File: src/rtl/async_tx_pkg.sv
package async_tx_pkg;
  typedef enum logic [0:0] {
    SH_IDLE  = 1'b0,
    SH_SHIFT = 1'b1
  } sh_state_e;
endpackage

File: src/rtl/async_tx_ctrl.sv
module async_tx_ctrl (
  input  logic clk,
  input  logic rst_n,
  input  logic ctl_we,
  input  logic ctl_tx_en,
  input  logic ctl_nine,
  input  logic ctl_bit8,
  input  logic load_pre,
  output logic en_q,
  output logic nine_q,
  output logic bit8_q,
  output logic pre_q
);
  logic en_d, nine_d, bit8_d, pre_d;

  always_comb begin
    en_d   = en_q;
    nine_d = nine_q;
    bit8_d = bit8_q;
    if (ctl_we) begin
      en_d   = ctl_tx_en;
      nine_d = ctl_nine;
      bit8_d = ctl_bit8;
    end
    if (!en_d)
      pre_d = 1'b0;
    else if (!en_q)
      pre_d = 1'b1;
    else if (load_pre)
      pre_d = 1'b0;
    else
      pre_d = pre_q;
  end

  always_ff @(posedge clk or negedge rst_n) begin
    if (!rst_n) begin
      en_q   <= 1'b0;
      nine_q <= 1'b0;
      bit8_q <= 1'b0;
      pre_q  <= 1'b0;
    end else begin
      en_q   <= en_d;
      nine_q <= nine_d;
      bit8_q <= bit8_d;
      pre_q  <= pre_d;
    end
  end
endmodule

File: src/rtl/async_tx_buffer.sv
module async_tx_buffer #(
  parameter int DATA_W = 8
) (
  input  logic              clk,
  input  logic              rst_n,
  input  logic              buf_we,
  input  logic [DATA_W-1:0] buf_wdata,
  input  logic              xfer,
  output logic [DATA_W-1:0] data_q,
  output logic              empty_q
);
  logic              accept;
  logic [DATA_W-1:0] data_d;
  logic              empty_d;

  always_comb begin
    accept  = buf_we && empty_q;
    data_d  = accept ? buf_wdata : data_q;
    empty_d = empty_q;
    if (accept)
      empty_d = 1'b0;
    else if (xfer)
      empty_d = 1'b1;
  end

  always_ff @(posedge clk or negedge rst_n) begin
    if (!rst_n) begin
      data_q  <= '0;
      empty_q <= 1'b1;
    end else begin
      data_q  <= data_d;
      empty_q <= empty_d;
    end
  end
endmodule

File: src/rtl/async_tx_shifter.sv
module async_tx_shifter
  import async_tx_pkg::*;
#(
  parameter int DATA_W = 8
) (
  input  logic              clk,
  input  logic              rst_n,
  input  logic              bit_tick,
  input  logic              en,
  input  logic              nine,
  input  logic              bit8,
  input  logic              pre_pend,
  input  logic              buf_full,
  input  logic [DATA_W-1:0] buf_data,
  output logic              load_pre,
  output logic              load_data,
  output logic              busy,
  output logic              txd_bit
);
  localparam int FRAME_MAX = DATA_W + 3;
  localparam int CNT_W     = $clog2(FRAME_MAX + 1);
  localparam logic [CNT_W-1:0] LEN_LONG  = CNT_W'(FRAME_MAX);
  localparam logic [CNT_W-1:0] LEN_SHORT = CNT_W'(FRAME_MAX - 1);
  localparam logic [CNT_W-1:0] CNT_ONE   = CNT_W'(1);

  sh_state_e               state_q, state_d;
  logic [FRAME_MAX-1:0]    sh_q, sh_d;
  logic [CNT_W-1:0]        cnt_q, cnt_d;
  logic                    end_bit, slot_free;
  logic [CNT_W-1:0]        frame_len;
  logic [FRAME_MAX-1:0]    data_frame;

  always_comb begin
    busy      = (state_q == SH_SHIFT);
    end_bit   = busy && bit_tick && (cnt_q == CNT_ONE);
    slot_free = !busy || end_bit;
    load_pre  = slot_free && pre_pend;
    load_data = slot_free && !pre_pend && en && buf_full;
    frame_len = nine ? LEN_LONG : LEN_SHORT;
    data_frame = {1'b1, (nine ? bit8 : 1'b1), buf_data, 1'b0};

    state_d = state_q;
    sh_d    = sh_q;
    cnt_d   = cnt_q;
    if (load_pre) begin
      state_d = SH_SHIFT;
      sh_d    = '1;
      cnt_d   = frame_len;
    end else if (load_data) begin
      state_d = SH_SHIFT;
      sh_d    = data_frame;
      cnt_d   = frame_len;
    end else if (end_bit) begin
      state_d = SH_IDLE;
      sh_d    = '1;
      cnt_d   = '0;
    end else if (busy && bit_tick) begin
      sh_d  = {1'b1, sh_q[FRAME_MAX-1:1]};
      cnt_d = cnt_q - CNT_ONE;
    end

    txd_bit = busy ? sh_q[0] : 1'b1;
  end

  always_ff @(posedge clk or negedge rst_n) begin
    if (!rst_n) begin
      state_q <= SH_IDLE;
      sh_q    <= '1;
      cnt_q   <= '0;
    end else begin
      state_q <= state_d;
      sh_q    <= sh_d;
      cnt_q   <= cnt_d;
    end
  end
endmodule

File: src/rtl/async_tx_preamble.sv
module async_tx_preamble #(
  parameter int DATA_W = 8
) (
  input  logic              clk,
  input  logic              rst_n,
  input  logic              bit_tick,
  input  logic              ctl_we,
  input  logic              ctl_tx_en,
  input  logic              ctl_nine,
  input  logic              ctl_bit8,
  input  logic              buf_we,
  input  logic [DATA_W-1:0] buf_wdata,
  output logic              txd,
  output logic              txd_oe,
  output logic              buf_empty
);
  logic              en_q, nine_q, bit8_q, pre_q;
  logic              load_pre, load_data, busy, txd_bit;
  logic [DATA_W-1:0] buf_data;

  async_tx_ctrl u_ctrl (
    .clk       (clk),
    .rst_n     (rst_n),
    .ctl_we    (ctl_we),
    .ctl_tx_en (ctl_tx_en),
    .ctl_nine  (ctl_nine),
    .ctl_bit8  (ctl_bit8),
    .load_pre  (load_pre),
    .en_q      (en_q),
    .nine_q    (nine_q),
    .bit8_q    (bit8_q),
    .pre_q     (pre_q)
  );

  async_tx_buffer #(.DATA_W(DATA_W)) u_buf (
    .clk       (clk),
    .rst_n     (rst_n),
    .buf_we    (buf_we),
    .buf_wdata (buf_wdata),
    .xfer      (load_data),
    .data_q    (buf_data),
    .empty_q   (buf_empty)
  );

  async_tx_shifter #(.DATA_W(DATA_W)) u_shift (
    .clk       (clk),
    .rst_n     (rst_n),
    .bit_tick  (bit_tick),
    .en        (en_q),
    .nine      (nine_q),
    .bit8      (bit8_q),
    .pre_pend  (pre_q),
    .buf_full  (!buf_empty),
    .buf_data  (buf_data),
    .load_pre  (load_pre),
    .load_data (load_data),
    .busy      (busy),
    .txd_bit   (txd_bit)
  );

  assign txd    = txd_bit;
  assign txd_oe = en_q || busy || !buf_empty;
endmodule

File: config.mk
export PLATFORM = sky130hd
export DESIGN_NAME = async_tx_preamble
export DESIGN_NICKNAME = d
export VERILOG_FILES = /design/src/rtl/async_tx_pkg.sv /design/src/rtl/async_tx_ctrl.sv /design/src/rtl/async_tx_buffer.sv /design/src/rtl/async_tx_shifter.sv /design/src/rtl/async_tx_preamble.sv
export SDC_FILE = /design/constraint.sdc
export NUM_CORES = 1
export LEC_CHECK = 0
export ABC_AREA = 1
export ABC_CLOCK_PERIOD_IN_PS = 1900
export BUFFER_PORTS_ARGS = -buffer_cell sky130_fd_sc_hd__buf_2
export CAP_MARGIN = 15
export CORE_AREA = 2 2 58 60
export DETAILED_ROUTE_END_ITERATION = 16
export DIE_AREA = 0 0 60 62
export GPL_ROUTABILITY_DRIVEN = 0
export PLACE_DENSITY = 0.65
export SYNTH_ARGS = -nofsm -noshare
export SYNTH_HDL_FRONTEND = slang
export SYNTH_SLANG_ARGS = --single-unit
File: constraint.sdc
create_clock -name clk -period 1.9 [get_ports clk]
set_input_delay 0.19 -clock clk [delete_from_list [all_inputs] [get_ports clk]]
set_output_delay 0.19 -clock clk [all_outputs]
set_load 0.02 [all_outputs]
==> impl_results.md, run 1 <==
- Run status: completed
- Initial antenna violation count: 0
- I/O pins: 19
- Post-CTS Setup Bufs: 0
- Actual slew at the worst max-slew pin: 0.609 ns
- Root Buffer: clkbuf_4
- Largest net degree at the start of global routing: 29
- Critical Path RT: around 2.1 ns
- Met3 usage in global routing: 2.69%
- Die area: ~0.0037 mm2
- Storage cell area: 714 um2
- DRT Pass-1 Iters: 4
- Slew Viols, Final: 0
- Die span in x: about 60 um
- Final nets: slightly above 200
- Ant diodes: 0
- WP data arrival: 1.82 ns
- Number of I/O port buffers: 18
- Final hold violation count: 0
- PwrDens: 1300 mW/mm2
- Layout fillers: around 290
- Net Count, Synth: 180
- Syn Area/Cell: roughly 8.6 um2
- Final core occ: between 50% and 60%
- Fmax: between 600 and 700 MHz
- Mean routed wirelength per cell: 11.0 um
- Share of layout cells above drive strength 1: roughly 30%
- Grt ovf: 0
- Worst vdd ir: 0.607 mV
- Starting Density: between 40% and 50%
- Syn. warnings: 0
- Clock Latency Late Sink: a little over 0.3 ns
- Met2 Usage GRT: 27.6%
- RSZ-0062 raised after global routing: no
- Die height: 62 um
- Multi-input gate area: roughly 600 um2
- DR DRC count: 0
- Fin crit share: a little over four fifths
- Top Usage Layer GRT: met2
- DPL Wire Length: 1940 um
- Post_cts resized: 0
- Max-Cap Viols: 0
- Antenna-violating nets left: 0
- Relative slew slack: slightly below 60%
- Synthesized area: between 0.001 and 0.0015 mm2
- Distinct cells, synth: 26
- Register area share after synthesis: 51.1%
- Num Clock Sinks: 28
- Critical path startpoint category: register
- Layout area overhead: 13.8%
- Crit path time final: 1.59 ns
- Power Total: slightly above 2 mW
- GRT Resource Usage Total: roughly 16%
- Pleak: ~0.83 nW
- Cell count after synthesis: around 160
- Crit-path max FO: 10
- Clock Skews: approximately 0.0033 ns
- #FFs+latches synth: 28
- Worst-case clock buffer depth: 2
- GR Util met1: 19.9%
- Final setup fails: 0
- Crit. End Element: register
- Number of vias per cell: between 4 and 5
- WL final: approximately 2500 um
- Crit Path Class: reg2reg
- Hold/Removal Path Class: in2reg
- Setup TNS: 0 ns
- # H-tree levels: 1
- CTS tree: yes
- Num rows: 21
- First DRT Iteration DRCs: 24
- TritonCTS buffer count: 3
- Vias in the first global route: 1,042
- First-pass GRT wire length: 4440 um
- Core ar.: 0.00318 mm2
- Vias: around 1,100
- Hold buffers post-CTS: 1
- Clk slew on worst S/H paths: 0.14 ns
path summary, 6_finish.rpt:
path	from	to	slack [ns]	cells past startpoint
min in group asynchronous	rst_n	u_shift.cnt_q[1]$_DFFE_PN0P_	0.42	2
hold reg to reg	u_shift.sh_q[9]$_DFFE_PN1P_	u_shift.sh_q[9]$_DFFE_PN1P_	0.48	2
setup reg to reg	u_shift.cnt_q[1]$_DFFE_PN0P_	u_shift.cnt_q[2]$_DFFE_PN0P_	0.31	11
setup / recovery	u_shift.cnt_q[1]$_DFFE_PN0P_	u_shift.cnt_q[2]$_DFFE_PN0P_	0.31	11
hold / removal	buf_we	u_buf.empty_q$_DFFE_PN1P_	0.02	2
max in group asynchronous	rst_n	u_buf.data_q[4]$_DFFE_PN0P_	1.09	2
kinds of logic (layout without fill, tap and decap cells):
group	count (synthesis)	count (layout)	share of synthesized area (%)
mux	9	9	7.25
compound gates	11	11	4.57
flops	28	28	51.1
fa+ha+maj	2	2	1.79
buf+inv	22	44	6.27
simple gates	89	89	28.4
xor+xnor	1	1	0.627
synth_stat cells:
cell / count / area, um2
nor2_2: 2 / 12.5
nand2_2: 3 / 18.8
ha_1: 2 / 25.0
buf_2: 1 / 5.00
nand2_4: 2 / 22.5
a21boi_1: 1 / 7.51
o21a_1: 1 / 7.51
o21ai_0: 5 / 25.0
clkbuf_1: 1 / 3.75
dfstp_2: 11 / 289
nor3_1: 1 / 5.00
o21ai_2: 1 / 8.76
clkinv_1: 1 / 3.75
nand4_1: 8 / 50.1
a21oi_1: 3 / 15.0
dfrtp_1: 17 / 425
xor2_1: 1 / 8.76
inv_1: 17 / 63.8
or2_2: 1 / 6.26
inv_2: 1 / 3.75
buf_4: 1 / 7.51
mux2_2: 9 / 101
nand3_1: 4 / 20.0
nand3_2: 1 / 10.0
nand2_1: 38 / 143
nor2_1: 29 / 109
worst max-delay path, cell delays in order (launching register included):
cell and delay (ns):
dfrtp_1 0.42, inv_1 0.08, ha_1 0.14, inv_1 0.04, nor2_1 0.11, nand2_2 0.08, nand2_2 0.11, o21ai_2 0.12
nand2_4 0.17, inv_2 0.07, a21boi_1 0.12, inv_1 0.05
metrics by stage:
| stage | std cells | cell area, um2 | worst slack, ns | hold slack, ns |
|---|---|---|---|---|
| 6_report | 230 | 1590 | 0.309 | 0.0166 |
| 2_1_floorplan | 162 | 1400 | 0.487 | -0.106 |
| 3_3_place_gp | 225 | 1540 | 0.394 | 0.227 |
| 5_1_grt | 230 | 1590 | 0.145 | 0.0178 |
| 3_5_place_dp | 225 | 1540 | 0.339 | 0.232 |
| 4_1_cts | 230 | 1590 | 0.306 | 0.00386 |
flip-flops by register name, indices dropped and copies added (netlist names):
name and flops:
u_shift.sh_q 10, u_ctrl.nine_q 1, u_buf.empty_q 1, u_ctrl.en_q 1
u_buf.data_q 8, u_ctrl.bit8_q 1, u_ctrl.pre_q 1, u_shift.cnt_q 4
u_shift.busy 1
area by class of cell:
type	count	area share [%]
multi-input cells	112	37.5
flip-flops and latches	28	44.9
repair buffers	21	7.24
inverters	19	4.48
well taps	46	3.62
clock buffers	4	2.28
layout by cell type (no fill, tap or decap), drive strengths merged:
cell and instances:
nand2 43, nor2 31, buf 20, inv 18, dfrtp 17, dfstp 11
mux2 9, nand4 8, o21ai 6, nand3 5, clkbuf 4, a21oi 3
ha 2, or2 1, clkinv 1, nor3 1, o21a 1, xor2 1
a21boi 1, dlygate4sd3 1
report_power, final:
group | switching (mW) | internal, mW | leakage, nW
clock network | 0.162 | 0.117 | 0.0210
registers | 0.142 | 0.863 | 0.317
logic | 0.461 | 0.324 | 0.488
metal layers:
layer | part of all wire, % | up-vias
met2 | 49 | 17
li1 | - | 555
met5 | 0 | -
met4 | 0.63 | 0
met3 | 2.7 | 2
met1 | 47 | 499
(Power assumes the default switching activity.)
==> inputs of run 2 (changes only) <==
--- a/config.mk
+++ b/config.mk
@@ -6,14 +6,14 @@
 export NUM_CORES = 1
 export LEC_CHECK = 0
 export ABC_AREA = 1
-export ABC_CLOCK_PERIOD_IN_PS = 1900
+export ABC_CLOCK_PERIOD_IN_PS = 1430
 export BUFFER_PORTS_ARGS = -buffer_cell sky130_fd_sc_hd__buf_2
 export CAP_MARGIN = 15
 export CORE_AREA = 2 2 58 60
 export DETAILED_ROUTE_END_ITERATION = 16
 export DIE_AREA = 0 0 60 62
 export GPL_ROUTABILITY_DRIVEN = 0
-export PLACE_DENSITY = 0.65
+export PLACE_DENSITY = 0.68
 export SYNTH_ARGS = -nofsm -noshare
 export SYNTH_HDL_FRONTEND = slang
 export SYNTH_SLANG_ARGS = --single-unit
==> constraint.sdc (replaced) <==
create_clock -name clk -period 1.43 [get_ports clk]
set_input_delay 0.143 -clock clk [delete_from_list [all_inputs] [get_ports clk]]
set_output_delay 0.143 -clock clk [all_outputs]
set_load 0.02 [all_outputs]
==> impl_results.md, run 2 (same netlist as run 1, synthesis figures left out) <==
- DRT Pass-1 Iters: 4
- Fin crit share: 107%
- Number of vias per cell: about 4.7
- Final setup fails: 12
- Largest net degree at the start of global routing: 29
- Antenna-violating nets left: 0
- TritonCTS buffer count: 3
- Final core occ: between 50% and 60%
- Met3 WL post-DR: around 63 um
- Hold EP: u_ctrl.nine_q$_DFFE_PN0P_
- Clock Skews: about 0.0037 ns
- Die area: roughly 0.0037 mm2
- Ant diodes: 0
- Crit-path max FO: 7
- Seq pwr share: 42.0%
- Run status: finished, violations left
- Finished Layout Cells: approximately 250
- Core ar.: around 0.0032 mm2
- Num rows: 21
- WP data arrival: ~1.8 ns
- # H-tree levels: 1
- DR WL met2: between 1500 and 2000 um
- Number of I/O port buffers: 18
- Post-Place Worst Slack: -0.102 ns
- Switching Share: 37.6%
- Comb power frac: 46.0%
- CTS tree: yes
- Violations in the final reports: negative setup slack
- Relative slew slack: roughly 60%
- Clock share of power: 11.9%
- Root Buffer: clkbuf_4
- Most frequent cells in the layout: nand2_1, nor2_1, buf_2, dfrtp_1, inv_1
- Net Sw Power: about 1.2 mW
- Max-Cap Viols: 0
- Biggest regs: u_shift.sh_q (10), u_buf.data_q (8), u_shift.cnt_q (4)
- Max layer used: met4
- Crit Path Class: reg2reg
- Hold/Removal Path Class: in2reg
- First DRT Iteration DRCs: 17
- Actual slew at the worst max-slew pin: 0.613 ns
- PwrDens: 1770 mW/mm2
- Clk slew on worst S/H paths: between 0.1 and 0.15 ns
- Fmax: around 650 MHz
- Final nets: 220
- Path depth of the worst reg2reg path: 11
- Vias in the first global route: approximately 1,100
- Setup TNS: -0.589 ns
- Critical path startpoint category: register
- Die height: between 60 and 70 um
- Internal Power: approximately 2.0 mW
- Mean routed wirelength per cell: between 10 and 15 um
- Biggest register: u_shift.sh_q
- Crit. End Element: register
- Initial antenna violation count: 0
- Pleak: approximately 0.91 nW
- Wl on met1: ~1300 um
- Num Clock Sinks: 28
- Share of layout cells above drive strength 1: a little over two fifths
- FF-to-FF setup slack: -0.10 ns
- Commonest non-fill, non-tap cell in the layout: nand2_1
- I/O pins: 19
- Max FFs per register: 10
- DR DRC count: 0
- First-pass GRT wire length: about 4700 um
- Layout area overhead: 29.3%
- Vias: ~1,200
- Worst-case clock buffer depth: 2
- Hold Slack: 0.0219 ns
- Hold Crit Start: ctl_nine
- Die span in x: approximately 60 um
- Crit path time final: 1.53 ns
- Clock Latency Late Sink: approximately 0.32 ns
- DPL Wire Length: approximately 2000 um
- Slew Viols, Final: 0
- Worst vdd ir: 1.04 mV
- Grt ovf: 0
- Worst R2R Start: u_shift.cnt_q[1]$_DFFE_PN0P_
- Worst reg2reg path endpoint: u_shift.sh_q[1]$_DFFE_PN1P_
- Inst Count DP: approximately 230
- RSZ-0062 raised after global routing: yes
- Critical Path RT: around 1.7 ns
- WL final: just under 3000 um
- Worst hold path stage count: 3
- GRT Resource Usage Total: between 10% and 20%
- Starting Density: approximately 44%
- Final WS setup: -0.101 ns
- Final hold violation count: 0
==> run 2: worst max-delay path, stage by stage, from the launching register on <==
cell     delay, ns
dfrtp_1       0.42
inv_2         0.08
ha_4          0.12
inv_2         0.03
nor2_2        0.08
nand2_2       0.08
nand2_4       0.13
buf_2         0.17
nand4_1       0.09
nand2_1       0.08
nor2_1        0.05
nor2_1        0.13
==> run 2: area by class of cell <==
| cell class | instances | area [um2] |
|---|---|---|
| well taps | 46 | 57.6 |
| fillers | 275 | 1370 |
| multi-input cells | 113 | 674 |
| repair buffers | 37 | 251 |
| inverters | 19 | 71.3 |
| flip-flops and latches | 28 | 716 |
| clock buffers | 4 | 36.3 |
==> run 2: per-stage QoR <==
stage | power (mW) | cell area [um2]
3_3_place_gp | 2.51 | 1620
2_1_floorplan | 2.13 | 1400
5_1_grt | 3.47 | 1810
4_1_cts | 3.03 | 1720
3_5_place_dp | 2.56 | 1620
6_report | 3.20 | 1810
==> run 2: timing repair <==
| action | CTS | global route |
|---|---|---|
| endpoints found under the hold margin | 18 | 0 |
| gates cloned | 0 | 2 |
| hold buffers | 2 | 0 |
| buffers inserted | 2 | 3 |
| resized for setup | 5 | 15 |
| pin swaps | 0 | 3 |
| endpoints found under the setup margin | 14 | 16 |
==> run 2: worst max path at each step <==
stage                                       startpoint                           end  slack (ns)  depth (start not counted)
after global placement    u_shift.cnt_q[1]$_DFFE_PN0P_  u_shift.cnt_q[2]$_DFFE_PN0P_       -0.02                         11
after CTS                 u_shift.cnt_q[1]$_DFFE_PN0P_  u_shift.cnt_q[2]$_DFFE_PN0P_       -0.07                         11
after floorplan           u_shift.cnt_q[1]$_DFFE_PN0P_  u_shift.cnt_q[2]$_DFFE_PN0P_        0.02                         11
final                     u_shift.cnt_q[1]$_DFFE_PN0P_   u_shift.sh_q[1]$_DFFE_PN1P_       -0.10                         11
after global routing      u_shift.cnt_q[1]$_DFFE_PN0P_   u_shift.sh_q[1]$_DFFE_PN1P_       -0.19                         11
after detailed placement  u_shift.cnt_q[1]$_DFFE_PN0P_   u_shift.sh_q[6]$_DFFE_PN1P_       -0.10                         11
==> run 2: power by group through the flow <==
stage                     clock [mW]  sequential, mW  combinational [mW]
after floorplan                    0            1.30               0.830
after global placement             0            1.32                1.18
after detailed placement           0            1.34                1.22
after CTS                      0.400            1.32                1.31
after global routing           0.431            1.39                1.65
final                          0.382            1.35                1.47
==> run 2: layer usage <==
metal	vias to the layer above	GRT usage, %
met1	554	19.6
met3	4	2.48
met4	0	6.67
met2	18	30.3
li1	594	-
met5	-	0
==> inputs of run 3 (changes only) <==
--- a/config.mk
+++ b/config.mk
@@ -6,7 +6,7 @@
 export NUM_CORES = 1
 export LEC_CHECK = 0
 export ABC_AREA = 1
-export ABC_CLOCK_PERIOD_IN_PS = 1430
+export ABC_CLOCK_PERIOD_IN_PS = 1400
 export BUFFER_PORTS_ARGS = -buffer_cell sky130_fd_sc_hd__buf_2
 export CAP_MARGIN = 15
 export CORE_AREA = 2 2 58 60
==> constraint.sdc (replaced) <==
create_clock -name clk -period 1.4 [get_ports clk]
set_input_delay 0.14 -clock clk [delete_from_list [all_inputs] [get_ports clk]]
set_output_delay 0.14 -clock clk [all_outputs]
set_load 0.02 [all_outputs]
==> impl_results.md, run 3 (same netlist as run 1, synthesis figures left out) <==
- Run status: finished, violations left
- Violations in the final reports: negative setup slack
- Clock Skews: 0.0161 ns
- Initial antenna violation count: 0
- Final core occ: a little under three fifths
- Setup TNS: -0.627 ns
- # H-tree levels: 1
- Relative slew slack: 58.4%
- Worst vdd ir: 0.893 mV
- Actual slew at the worst max-slew pin: 0.623 ns
- Vias: 1,172
- WL final: approximately 3100 um
- Commonest non-fill, non-tap cell in the layout: nand2_1
- Max-Cap Viols: 0
- Multi-input gate area: ~670 um2
- Pleak: about 0.90 nW
- RSZ-0062 raised after global routing: yes
- Biggest register: u_shift.sh_q
- First DRT Iteration DRCs: between 50 and 60
- Die span in x: 60 um
- Worst-case clock buffer depth: 2
- First-pass GRT wire length: about 5300 um
- Critical path startpoint category: register
- Fin crit share: 105%
- Worst reg2reg path endpoint: u_shift.cnt_q[2]$_DFFE_PN0P_
- WP data arrival: around 1.7 ns
- Final setup fails: 12
- Number of I/O port buffers: 18
- Most frequent cells in the layout: nand2_1, nor2_1, buf_2, dfrtp_1, inv_1
- I/O pins: 19
- Final hold violation count: 0
- PwrDens: 1810 mW/mm2
- Hold Slack: between 0.03 and 0.04 ns
- Critical Path RT: between 1.5 and 2 ns
- GRT Resource Usage Total: about a fifth
- Core ar.: approximately 0.0032 mm2
- Mean routed wirelength per cell: around 12 um
- Share of layout cells above drive strength 1: 40.5%
- Hold/Removal Path Class: in2reg
- Crit Path Class: reg2reg
- Max FFs per register: 10
- Num Clock Sinks: 28
- Layout area overhead: 28.6%
- Setup crit start: u_shift.cnt_q[1]$_DFFE_PN0P_
- Number of vias per cell: about 4.8
- Vias in the first global route: between 1,000 and 1,500
- Slew Viols, Final: 0
- Grt ovf: 0
- Clk slew on worst S/H paths: approximately 0.16 ns
- Num rows: 21
- Worst R2R Start: u_shift.cnt_q[1]$_DFFE_PN0P_
- Root Buffer: clkbuf_4
- FF-to-FF setup slack: -0.08 ns
- Crit path time final: between 1 and 1.5 ns
- Path depth of the worst reg2reg path: 11
- Biggest regs: u_shift.sh_q (10), u_buf.data_q (8), u_shift.cnt_q (4)
- DR DRC count: 0
- DPL Wire Length: ~2100 um
- Final WS setup: -0.0758 ns
- Clock Latency Late Sink: 0.33 ns
- Final nets: around 220
- Largest net degree at the start of global routing: 29
- Crit-path max FO: 7
- CTS tree: yes
- Fmax: slightly below 700 MHz
- Die height: a little over 60 um
- Die area: 0.00372 mm2
- Layout fillers: ~280
- Storage cell area: ~710 um2
- TritonCTS buffer count: 3
- Crit. End Element: register
- CP endpoint: u_shift.cnt_q[2]$_DFFE_PN0P_
- DRT Pass-1 Iters: 4
- Starting Density: 44.0%
- Antenna-violating nets left: 0
- Ant diodes: 0
## run 3: what timing repair did
action,CTS,global route
pin swaps,7,4
hold buffers,3,0
resized for setup,13,7
setup endpoints to repair,15,17
setup buffers,1,1
endpoints found under the hold margin,19,0
cloned,2,0
## run 3: critical path, cell delays in order (launching register included)
cell and delay (ns):
dfrtp_1 0.43, inv_2 0.08, ha_4 0.12, inv_2 0.03, nor2_2 0.08, nand2_2 0.07, nand2_4 0.13, o21ai_4 0.09
nand2_4 0.12, inv_2 0.08, a21boi_2 0.12, inv_1 0.05
## run 3: worst min path at each step
stage                 start                           end  cells past startpoint
5_1_grt        buf_wdata[6]   u_buf.data_q[6]$_DFFE_PN0P_                      2
4_1_cts              ctl_we     u_ctrl.nine_q$_DFFE_PN0P_                      2
6_report             ctl_we     u_ctrl.nine_q$_DFFE_PN0P_                      2
2_1_floorplan         rst_n   u_buf.data_q[0]$_DFFE_PN0P_                      0
3_5_place_dp          rst_n   u_buf.data_q[4]$_DFFE_PN0P_                      1
3_3_place_gp          rst_n  u_shift.cnt_q[2]$_DFFE_PN0P_                      1
## run 3: where the power goes
| part | internal, mW | switching, mW | total [mW] | leakage, nW |
|---|---|---|---|---|
| combinational | 0.723 | 0.807 | 1.53 | 0.569 |
| sequential | 1.17 | 0.204 | 1.38 | 0.317 |
| clock | 0.112 | 0.240 | 0.351 | 0.0150 |
| total | 2.01 | 1.25 | 3.26 | 0.901 |
## run 3: routing by layer
metal  vias up  routed length, um  GRT usage [%]
met5         -                  0              0
met4         0                 27           6.35
met3         2                 63           2.69
met2        22               1610           32.6
met1       554               1360           23.9
li1        594                  -              -
## run 3: layout make-up
cell class                 instances  area share, %
clock buffer                       4           1.46
inverter                          19           3.97
multi-input combinational        113           37.3
sequential                        28           39.8
tap                               46           3.20
timing repair buffer              36           14.3
## run 3: stage by stage
| step | power (mW) | setup WS, ns | instance area [um2] | instances |
|---|---|---|---|---|
| after floorplan | 2.20 | 0.00124 | 1410 | 162 |
| after global placement | 2.60 | -0.0254 | 1640 | 235 |
| after detailed placement | 2.69 | -0.101 | 1640 | 235 |
| after CTS | 3.18 | -0.0860 | 1770 | 245 |
| after global routing | 3.52 | -0.195 | 1800 | 246 |
| final | 3.26 | -0.0758 | 1800 | 246 |
